[config.mk]
export PLATFORM = sky130hd
export DESIGN_NAME = prbs_meas_counters
export DESIGN_NICKNAME = d
export VERILOG_FILES = /design/src/rtl/prbs_meas_pkg.sv /design/src/rtl/prbs_reg_decode.sv /design/src/rtl/prbs_wrap_counter.sv /design/src/rtl/prbs_meas_counters.sv
export SDC_FILE = /design/constraint.sdc
export NUM_CORES = 1
export LEC_CHECK = 0
export BUFFER_PORTS_ARGS = -buffer_cell sky130_fd_sc_hd__buf_2
export CORE_ASPECT_RATIO = 1.4
export CORE_MARGIN = 5
export CORE_UTILIZATION = 50
export DETAILED_ROUTE_END_ITERATION = 6
export PLACE_DENSITY = 0.76
export SKIP_CTS_REPAIR_TIMING = 1
export SKIP_LAST_GASP = 1
export SLEW_MARGIN = 40
export SYNTH_ARGS = -nofsm -noshare
export SYNTH_HDL_FRONTEND = slang
export SYNTH_SLANG_ARGS = --single-unit
[constraint.sdc]
create_clock -name clk -period 1.75 [get_ports clk]
set_clock_uncertainty 0.1 [all_clocks]
set_input_delay 0.175 -clock clk [delete_from_list [all_inputs] [get_ports clk]]
set_output_delay 0.175 -clock clk [all_outputs]
set_load 0.01 [all_outputs]
[src/rtl/prbs_meas_pkg.sv]
package prbs_meas_pkg;
    localparam int ADDR_W = 2;

    typedef enum logic [ADDR_W-1:0] {
        SEL_ERR  = 2'd0,
        SEL_MF   = 2'd1,
        SEL_STAT = 2'd2,
        SEL_MASK = 2'd3
    } reg_sel_e;

    typedef struct packed {
        logic ovf;
        logic mask;
    } ctl_state_t;
endpackage

[src/rtl/prbs_reg_decode.sv]
module prbs_reg_decode
    import prbs_meas_pkg::*;
(
    input  logic              wr_en_i,
    input  logic              rd_en_i,
    input  logic [ADDR_W-1:0] addr_i,
    output logic              wr_err_o,
    output logic              wr_mf_o,
    output logic              wr_mask_o,
    output logic              rd_stat_o
);
    always_comb begin
        wr_err_o  = wr_en_i && (addr_i == SEL_ERR);
        wr_mf_o   = wr_en_i && (addr_i == SEL_MF);
        wr_mask_o = wr_en_i && (addr_i == SEL_MASK);
        rd_stat_o = rd_en_i && (addr_i == SEL_STAT);
    end
endmodule

[src/rtl/prbs_wrap_counter.sv]
module prbs_wrap_counter #(
    parameter int W = 8
) (
    input  logic         clk,
    input  logic         rst_n,
    input  logic         inc_i,
    input  logic         load_i,
    input  logic [W-1:0] load_val_i,
    input  logic         clr_i,
    output logic [W-1:0] cnt_o,
    output logic         wrap_o
);
    localparam logic [W-1:0] TOP = {W{1'b1}};

    logic [W-1:0] cnt_d, cnt_q;

    // priority: load, then clear, then increment
    always_comb begin
        cnt_d  = cnt_q;
        wrap_o = 1'b0;
        if (load_i) begin
            cnt_d = load_val_i;
        end else if (clr_i) begin
            cnt_d = '0;
        end else if (inc_i) begin
            cnt_d  = cnt_q + 1'b1;
            wrap_o = (cnt_q == TOP);
        end
    end

    always_ff @(posedge clk or negedge rst_n) begin
        if (!rst_n) cnt_q <= '0;
        else        cnt_q <= cnt_d;
    end

    assign cnt_o = cnt_q;
endmodule

[src/rtl/prbs_meas_counters.sv]
module prbs_meas_counters
    import prbs_meas_pkg::*;
#(
    parameter int CNT_W = 8
) (
    input  logic              clk,
    input  logic              rst_n,
    input  logic              err_strobe_i,
    input  logic              mf_strobe_i,
    input  logic              wr_en_i,
    input  logic              rd_en_i,
    input  logic [ADDR_W-1:0] addr_i,
    input  logic [CNT_W-1:0]  wdata_i,
    output logic [CNT_W-1:0]  rdata_o,
    output logic              irq_o
);
    logic wr_err, wr_mf, wr_mask, rd_stat;
    logic [CNT_W-1:0] err_cnt, mf_cnt;
    logic err_wrap, mf_wrap;
    logic ovf_flag, mask_flag;
    ctl_state_t st_d, st_q;

    prbs_reg_decode u_dec (
        .wr_en_i  (wr_en_i),
        .rd_en_i  (rd_en_i),
        .addr_i   (addr_i),
        .wr_err_o (wr_err),
        .wr_mf_o  (wr_mf),
        .wr_mask_o(wr_mask),
        .rd_stat_o(rd_stat)
    );

    prbs_wrap_counter #(.W(CNT_W)) u_err_cnt (
        .clk       (clk),
        .rst_n     (rst_n),
        .inc_i     (err_strobe_i),
        .load_i    (wr_err),
        .load_val_i(wdata_i),
        .clr_i     (1'b0),
        .cnt_o     (err_cnt),
        .wrap_o    (err_wrap)
    );

    // a write to the error tally restarts the time base
    prbs_wrap_counter #(.W(CNT_W)) u_mf_cnt (
        .clk       (clk),
        .rst_n     (rst_n),
        .inc_i     (mf_strobe_i),
        .load_i    (wr_mf),
        .load_val_i(wdata_i),
        .clr_i     (wr_err),
        .cnt_o     (mf_cnt),
        .wrap_o    (mf_wrap)
    );

    always_comb begin
        st_d = st_q;
        if (rd_stat)  st_d.ovf  = 1'b0;
        if (err_wrap) st_d.ovf  = 1'b1;
        if (wr_mask)  st_d.mask = wdata_i[0];
    end

    always_ff @(posedge clk or negedge rst_n) begin
        if (!rst_n) st_q <= '0;
        else        st_q <= st_d;
    end

    assign ovf_flag  = st_q.ovf;
    assign mask_flag = st_q.mask;

    always_comb begin
        rdata_o = '0;
        unique case (addr_i)
            SEL_ERR:  rdata_o = err_cnt;
            SEL_MF:   rdata_o = mf_cnt;
            SEL_STAT: rdata_o[0] = ovf_flag;
            SEL_MASK: rdata_o[0] = mask_flag;
            default:  rdata_o = '0;
        endcase
    end

    assign irq_o = ovf_flag & mask_flag;

    logic unused_mf_wrap;
    assign unused_mf_wrap = mf_wrap;
endmodule

==> results of run 1 <==
sequential cells by signal, indices dropped and copies added, names as in the netlist:
name             flops
ovf_flag             1
u_err_cnt.cnt_o      8
u_mf_cnt.cnt_o       8
mask_flag            1
how the worst max path moves through the flow:
stage	cells past startpoint	endpoint	slack, ns
after global placement	4	u_err_cnt.cnt_o[6]	0.26
after CTS	2	rdata_o[0]	0.04
final	2	rdata_o[0]	0.08
after global routing	2	rdata_o[0]	0.02
after floorplan	4	u_err_cnt.cnt_o[6]	0.31
after detailed placement	4	u_err_cnt.cnt_o[6]	0.15
metrics by stage:
stage	power, mW	hold slack [ns]
4_1_cts	1.36	-0.291
2_1_floorplan	0.969	-0.221
3_3_place_gp	1.12	0.0255
6_report	1.35	0.0189
5_1_grt	1.46	0.0146
3_5_place_dp	1.15	0.0308
layer usage:
metal / up-vias / track usage / share of wire
met4: 0 / 0.108 / 0.037
met2: 40 / 0.318 / 0.51
met5: - / 0 / 0
met3: 8 / 0.0474 / 0.066
li1: 504 / - / -
met1: 462 / 0.211 / 0.39
power by group through the flow:
| stage | Sequential (mW) | Combinational (mW) | Clock (mW) |
|---|---|---|---|
| floorplan | 0.668 | 0.301 | 0 |
| global placement | 0.717 | 0.401 | 0 |
| detailed placement | 0.724 | 0.423 | 0 |
| CTS | 0.717 | 0.426 | 0.212 |
| global route | 0.743 | 0.484 | 0.238 |
| finish | 0.721 | 0.423 | 0.203 |
kinds of logic after synthesis:
| kind of cell | Yosys count | share of synthesized area |
|---|---|---|
| compound gates | 24 | 0.123 |
| xor+xnor | 8 | 0.0626 |
| fa+ha+maj | 2 | 0.0223 |
| buf+inv | 9 | 0.0425 |
| flops | 18 | 0.402 |
| mux | 11 | 0.111 |
| simple gates | 50 | 0.237 |
cell type report:
| class | count | area (um^2) | area share |
|---|---|---|---|
| Tap cell | 22 | 27.5 | 0.0212 |
| Timing Repair Buffer | 30 | 170 | 0.131 |
| Multi-Input combinational cell | 95 | 622 | 0.479 |
| Sequential cell | 18 | 452 | 0.348 |
| Clock buffer | 3 | 22.5 | 0.0174 |
| Inverter | 1 | 3.75 | 0.00289 |
worst min-delay path, stage by stage:
cell,delay [ns]
buf_2,0.10
nand2_1,0.04
o21ai_0,0.06
placed cells by master (no fill, tap or decap):
cell type,count
nor2b_1,1
buf_2,24
mux4_2,1
xnor2_1,2
dlygate4sd3_1,2
nand4_1,7
nor3b_2,1
buf_4,4
nand2b_1,2
dfrtp_2,1
a211oi_1,1
o21ai_0,14
xor2_1,6
a21oi_1,3
nor2_1,7
nand4_2,1
or3_1,3
nand3_1,11
or4_1,3
mux2_2,1
inv_1,1
clkbuf_4,3
and2_1,1
ha_1,2
nand2_1,13
o221ai_1,3
a31oi_1,3
mux2i_1,9
dfrtp_1,17
==> metrics, run 1 <==
R2R Setup Slk 0.12 ns; Placed Area 1250 um^2; Hold Path Class in2reg; Initial Utilization 0.520; share of layout cells above drive strength 1 0.245; Clock Pin Slew Worst Setup and Hold Paths 0.10 ns; P&R area growth vs syn 15.9%; die width 50.0 um; Gate Count Post-Synth 122; Worst Path Max Fanout 6; EDFF count, synth 0; Worst-Margin Slew 0.426 ns; P_sw 0.524 mW; clock power share 0.151; Hold Crit Start wdata_i[3]; Yosys cell types 27; CP Cell Sequence mux4_2 -> buf_2; Die ar. 3300 um^2; FF+latch count, synth 18; post-synthesis instance area 1120 um^2; core area 2150 um^2; R2R Path Start u_err_cnt.cnt_o[0]; root buffer cell clkbuf_4; combinational cell fraction of total power 0.314; Sw Ratio 0.389; final wirelength 2830 um; Final HPWL DP 2210 um; clk_lat worst skew 0.29 ns; Setup WS pre-CTS 0.153 ns; vias in the first global route 1045; Int Pwr 0.824 mW; hold endpoint u_err_cnt.cnt_o[3]; CP peak stage delay 0.47 ns; Worst Path Arrival 1.39 ns; leakage power 0.578 nW; reg-to-reg endpoint u_err_cnt.cnt_o[6]; via count 1014; Finish-stage setup viols 0; placed cells 164; residual DRC count 0; largest net degree at the start of global routing 19; period utilization 0.953; Slew Limit Fails 0; Final #Nets 167; Worst R2R Path Depth 4; # rows 20; Fmax achieved 600 MHz; CP delay by family, top flip-flops; I/O pins 25; gr usage total 0.189; routability cong. 0.833; Worst Path Required 1.47 ns; Pwr Density 1040 nW/um^2; first-pass GRT wire length 4880 um; Synth Warn # 0; Setup crit start u_mf_cnt.cnt_o[0]; number of diodes 0; Synth area leader dfrtp_1; Crit Path Class reg2out; # port buffers 24; # H-tree levels 1; final worst slack 0.0831 ns; worst-case vdd ir drop 0.545 mV; WP buf/inv 1; post-layout util 0.603; vias per std cell 6.00; fin area 1300 um^2; Layout Cells excl Fill 169; Final Hold Fails 0; Num CTS Buffers 3; TritonCTS clock tree yes; Setup crit end kind output pin; cell with the most instances after synthesis dfrtp_1; synth cell count leaders dfrtp_1, o21ai_0, nand2_1; sequential area share after synthesis 0.402; clock sink count 18; Fillers 212; initial antenna violation count 0; top cell type's share of synthesized area 0.402; relative slew slack 0.716; top cells by area, synth dfrtp_1, mux2i_1, o21ai_0, nand3_1, xor2_1; RSZ-0062 raised after global routing no; min Tclk post-route 1.67 ns; crit path launch type register; max_cap viols 0; total grt overflow 0; Post-synth ARST share 1.00; Worst path slowest cell dfrtp_2; die height 66.0 um; WL/cell 16.7 um; status completed; Sequential Power Share 0.535; WHS Path Cells 3; DRT Pass-1 Iters 4; Initial DRC Count 42; clk buf depth 2; synthesized net count 140; setup TNS 0 ns; Synth Area per Inst 9.18 um^2; Primary FF master, synth dfrtp_1; Post-DRT Antenna Nets 0
(Power assumes the default switching activity.)
==> run 2, diff against run 1 <==
Settings changed: MAX_ROUTING_LAYER set to met4.
==> run 2 against run 1 <==
  * Final cell count unchanged
  * Critical endpoint unchanged
  * Critical path depth stayed put
  * Final area stayed put
  * Sequential cell count unchanged
  * Worst setup slack about the same
  * Critical path type unchanged
  * Sequential share of layout area unchanged
  * Non-clock buffer count did not move
  * First-iteration DRC count stayed put
  * Largest cell class unchanged
  * Die area unchanged
  * Wire length is essentially flat
  * Total power is essentially flat
  * Clock-buffer cell count is the same
==> metrics, run 2 (synthesis gave the netlist of run 1 again) <==
status completed; post-layout util 0.603 (unchanged); TritonCTS clock tree yes; Initial Utilization 0.520 (unchanged); # H-tree levels 1 (unchanged); CP peak stage delay 0.47 ns (about the same); # port buffers 24 (unchanged); hold endpoint u_err_cnt.cnt_o[3]; Pwr Density 1040 nW/um^2 (about the same); I/O pins 25 (unchanged); vias per std cell 6.05 (+0.79%); final wirelength 2830 um (about the same); vias in the first global route 1045 (unchanged); initial antenna violation count 0 (unchanged); clock sink count 18 (unchanged); Worst path slowest cell dfrtp_2; Setup crit end kind output pin; Slew Limit Fails 0 (unchanged); gr usage total 0.193 (+0.00393); residual DRC count 0 (unchanged); max_cap viols 0 (unchanged); CP Cell Sequence mux4_2 -> buf_2; min Tclk post-route 1.67 ns (+0.000310 ns); Hold Path Class in2reg; worst-case vdd ir drop 0.545 mV (+0.15%); # rows 20 (unchanged); number of diodes 0 (unchanged); Num CTS Buffers 3 (unchanged); P&R area growth vs syn 15.9% (unchanged); R2R Path Start u_err_cnt.cnt_o[0]; Layout Cells excl Fill 169 (unchanged); clk_lat worst skew 0.28 ns (about the same); die width 50.0 um (unchanged); Finish-stage setup viols 0 (unchanged); Worst Path Max Fanout 6 (unchanged); die height 66.0 um (unchanged); final worst slack 0.0828 ns (-0.000310 ns); WL/cell 16.8 um (about the same); most frequent cells in the layout buf_2, dfrtp_1, o21ai_0, nand2_1, nand3_1; Worst Path Arrival 1.39 ns (about the same); Crit Path Class reg2out; root buffer cell clkbuf_4; Setup WS pre-CTS 0.153 ns (unchanged); crit path launch type register; Hold Crit Start wdata_i[3]; clk buf depth 2 (unchanged); Initial DRC Count 42 (unchanged); Worst R2R Path Depth 4 (unchanged); Fillers 212 (unchanged); first-pass GRT wire length 4870 um (-0.14%); leakage power 0.578 nW (unchanged); Worst Path Required 1.47 ns (about the same); WHS Path Cells 3 (unchanged); Post-DRT Antenna Nets 0 (unchanged); Final HPWL DP 2210 um (unchanged); core area 2150 um^2 (unchanged); relative slew slack 0.723 (+0.00697); Worst-Margin Slew 0.416 ns (-0.0105 ns); reg-to-reg endpoint u_err_cnt.cnt_o[6]; largest net degree at the start of global routing 19 (unchanged); DRT Pass-1 Iters 4 (unchanged); R2R Setup Slk 0.13 ns (about the same); Final #Nets 167 (unchanged); setup TNS 0 ns (unchanged); total grt overflow 0 (unchanged); Final Hold Fails 0 (unchanged); routability cong. 0.845 (+1.5%); RSZ-0062 raised after global routing no; Die ar. 3300 um^2 (unchanged); Fmax achieved 600 MHz (about the same); placed cells 164 (unchanged); via count 1022 (+0.79%); Clock Pin Slew Worst Setup and Hold Paths 0.10 ns (about the same); share of layout cells above drive strength 1 0.245 (unchanged); period utilization 0.953 (about the same); commonest non-fill, non-tap cell in the layout buf_2
[run 2: worst max path at each step]
stage	slack [ns]	start	endpoint	cells past startpoint
final	0.08	u_mf_cnt.cnt_o[0]	rdata_o[0]	2
after detailed placement	0.15	u_err_cnt.cnt_o[0]	u_err_cnt.cnt_o[6]	4
after floorplan	0.31	u_err_cnt.cnt_o[0]	u_err_cnt.cnt_o[6]	4
after global routing	0.02	u_mf_cnt.cnt_o[0]	rdata_o[0]	2
after CTS	0.04	u_mf_cnt.cnt_o[0]	rdata_o[0]	2
after global placement	0.26	u_err_cnt.cnt_o[0]	u_err_cnt.cnt_o[6]	4
[run 2: per-layer routing]
| layer | track usage | vias up | routed length [um] |
|---|---|---|---|
| met2 | 0.314 | 44 | 1430 |
| met3 | 0.0429 | 8 | 172 |
| met1 | 0.214 | 467 | 1120 |
| li1 | - | 503 | - |
| met4 | 0.108 | 0 | 100 |
| met5 | - | - | 0 |
[run 2: stage by stage]
step	power [mW]	hold slack (ns)	area [um^2]
after CTS	1.36	-0.291	1280
after global placement	1.12	0.0255	1250
after global routing	1.46	0.0146	1300
final	1.35	0.0179	1300
after detailed placement	1.15	0.0308	1250
after floorplan	0.969	-0.221	1120
[run 2: power by group]
group | switching, mW | internal, mW | total, mW
sequential | 0.183 | 0.537 | 0.720
combinational | 0.217 | 0.206 | 0.423
clock | 0.123 | 0.0799 | 0.203
total | 0.523 | 0.823 | 1.35
[run 2: worst max-delay path, delay by kind of cell (launching register included)]
family	cells	cell delay (ns)
muxes	1	0.47
buffers and inverters	1	0.16
DFF	1	0.47
[run 2: final cells by class]
| cell class | instances | area (um^2) | area share |
|---|---|---|---|
| multi-input cells | 95 | 622 | 0.479 |
| repair buffers | 30 | 170 | 0.131 |
| flip-flops and latches | 18 | 452 | 0.348 |
| clock buffers | 3 | 22.5 | 0.0174 |
| well taps | 22 | 27.5 | 0.0212 |
| inverters | 1 | 3.75 | 0.00289 |
==> run 3, diff against run 2 <==
Settings changed: CELL_PAD_IN_SITES_DETAIL_PLACEMENT set to 1, CELL_PAD_IN_SITES_GLOBAL_PLACEMENT set to 1, CORE_UTILIZATION 50 to 39, PLACE_DENSITY 0.76 to 0.78.
==> run 3 against run 2 <==
  * Sequential share of layout area fell by 0.59 points
  * Wire length grew 15%
  * Combinational power up 0.9%
  * Final cell count up 7.7%
  * Critical path type unchanged
  * Largest power group unchanged
==> metrics, run 3 (synthesis gave the netlist of run 1 again) <==
WL/cell 17.9 um (+6.7%); period utilization 0.916 (-0.0362); max_cap viols 0 (unchanged); Fillers 361 (+70%); Clock Pin Slew Worst Setup and Hold Paths 0.07 ns (-0.03 ns); residual DRC count 0 (unchanged); Post-DRT Antenna Nets 0 (unchanged); worst-case vdd ir drop 0.531 mV (-2.6%); Die ar. 4060 um^2 (+23%); Num CTS Buffers 3 (unchanged); Worst Path Max Fanout 6 (unchanged); Fmax achieved 624 MHz (+4.0%); clk buf depth 2 (unchanged); Worst R2R Path Depth 4 (unchanged); vias per std cell 5.65 (-6.6%); Hold Crit Start wdata_i[1]; crit path launch type register; final wirelength 3250 um (+15%); Initial DRC Count 29 (-31%); # port buffers 24 (unchanged); routability cong. 0.836 (-1.1%); Final Hold Fails 0 (unchanged); Crit Path Class reg2out; number of diodes 0 (unchanged); relative slew slack 0.717 (-0.00576); via count 1028 (+0.59%); die height 73.4 um (+11%); Pwr Density 1100 nW/um^2 (+5.6%); I/O pins 25 (unchanged); largest net degree at the start of global routing 19 (unchanged); Setup WS pre-CTS 0.177 ns (+0.0242 ns); R2R Setup Slk 0.15 ns (+0.02 ns); initial antenna violation count 0 (unchanged); min Tclk post-route 1.60 ns (-0.0634 ns); Worst Path Required 1.47 ns (about the same); Final #Nets 165 (-1.2%); total grt overflow 0 (unchanged); leakage power 0.578 nW (-0.10%); Initial Utilization 0.397 (-0.123); gr usage total 0.179 (-0.0140); Worst Path Arrival 1.33 ns (-0.06 ns); commonest non-fill, non-tap cell in the layout buf_2; Worst-Margin Slew 0.423 ns (+0.00679 ns); crit path to rdata_o[0]; core area 2820 um^2 (+31%); final worst slack 0.146 ns (+0.0634 ns); share of layout cells above drive strength 1 0.234 (-0.0104); status completed; clock sink count 18 (unchanged); register area 450 um^2 (-0.28%); vias in the first global route 1179 (+13%); area of the multi-input gates 622 um^2 (unchanged); Hold Path Class in2reg; # rows 23 (+15%); placed cells 178 (+8.5%); Layout Cells excl Fill 182 (+7.7%); setup TNS 0 ns (unchanged); most frequent cells in the layout buf_2, dfrtp_1, o21ai_0, nand2_1, nand3_1; DRT Pass-1 Iters 4 (unchanged); Setup crit start u_mf_cnt.cnt_o[0]; Final HPWL DP 2520 um (+14%); Slew Limit Fails 0 (unchanged); clk_lat worst skew 0.25 ns (-0.03 ns); P&R area growth vs syn 17.5%; Setup crit end kind output pin; R2R Path Start u_err_cnt.cnt_o[0]; TritonCTS clock tree yes; die width 55.3 um (+11%); # H-tree levels 1 (unchanged); reg-to-reg endpoint u_err_cnt.cnt_o[6]; first-pass GRT wire length 5560 um (+14%); root buffer cell clkbuf_8; Finish-stage setup viols 0 (unchanged); RSZ-0062 raised after global routing no
-- run 3: changes by cell type in the layout (fill, tap and decap cells not counted) --
cell           before  now
clkbuf_4            3    0
clkbuf_8            0    3
dfrtp_2             1    0
buf_4               4    3
dlygate4sd3_1       2    1
dfrtp_1            17   18
-- run 3: area by class of cell --
class,count,share of cell area
flip-flops and latches,18,0.342
well taps,37,0.0352
repair buffers,28,0.116
clock buffers,3,0.0314
multi-input cells,95,0.472
inverters,1,0.00285
-- run 3: stage by stage --
step | hold slack [ns] | util | total power, mW | instance area [um^2]
floorplan | -0.221 | - | 0.969 | 1120
global placement | 0.0354 | 0.449 | 1.13 | 1260
detailed placement | 0.0341 | 0.449 | 1.16 | 1260
CTS | -0.235 | 0.463 | 1.45 | 1310
global route | 0.0675 | 0.467 | 1.55 | 1320
finish | 0.0543 | 0.467 | 1.44 | 1320
-- run 3: worst min path at each step --
stage,endpoint,cells after the start
after global placement,u_err_cnt.cnt_o[7],1
after detailed placement,u_err_cnt.cnt_o[7],1
after global routing,u_err_cnt.cnt_o[1],3
after CTS,u_err_cnt.cnt_o[7],1
after floorplan,mask_flag,0
final,u_err_cnt.cnt_o[1],3
-- run 3: worst max-delay path, stage by stage, from the launching register on --
cell and delay, ns:
dfrtp_1 0.45, mux4_2 0.47, buf_2 0.15
-- run 3: metal layers --
layer / part of all wire / up-vias / wire length (um) / global-route usage
met1: 0.42 / 499 / 1370 / 0.205
met5: 0 / - / 0 / -
met4: 0.025 / 0 / 82 / 0.0892
met3: 0.040 / 6 / 131 / 0.0264
met2: 0.51 / 31 / 1670 / 0.305
li1: - / 492 / - / -
-- run 3: report_power, final --
| part | switching, mW | internal (mW) |
|---|---|---|
| combinational | 0.222 | 0.205 |
| clock | 0.140 | 0.153 |
| sequential | 0.186 | 0.537 |
| total | 0.548 | 0.895 |
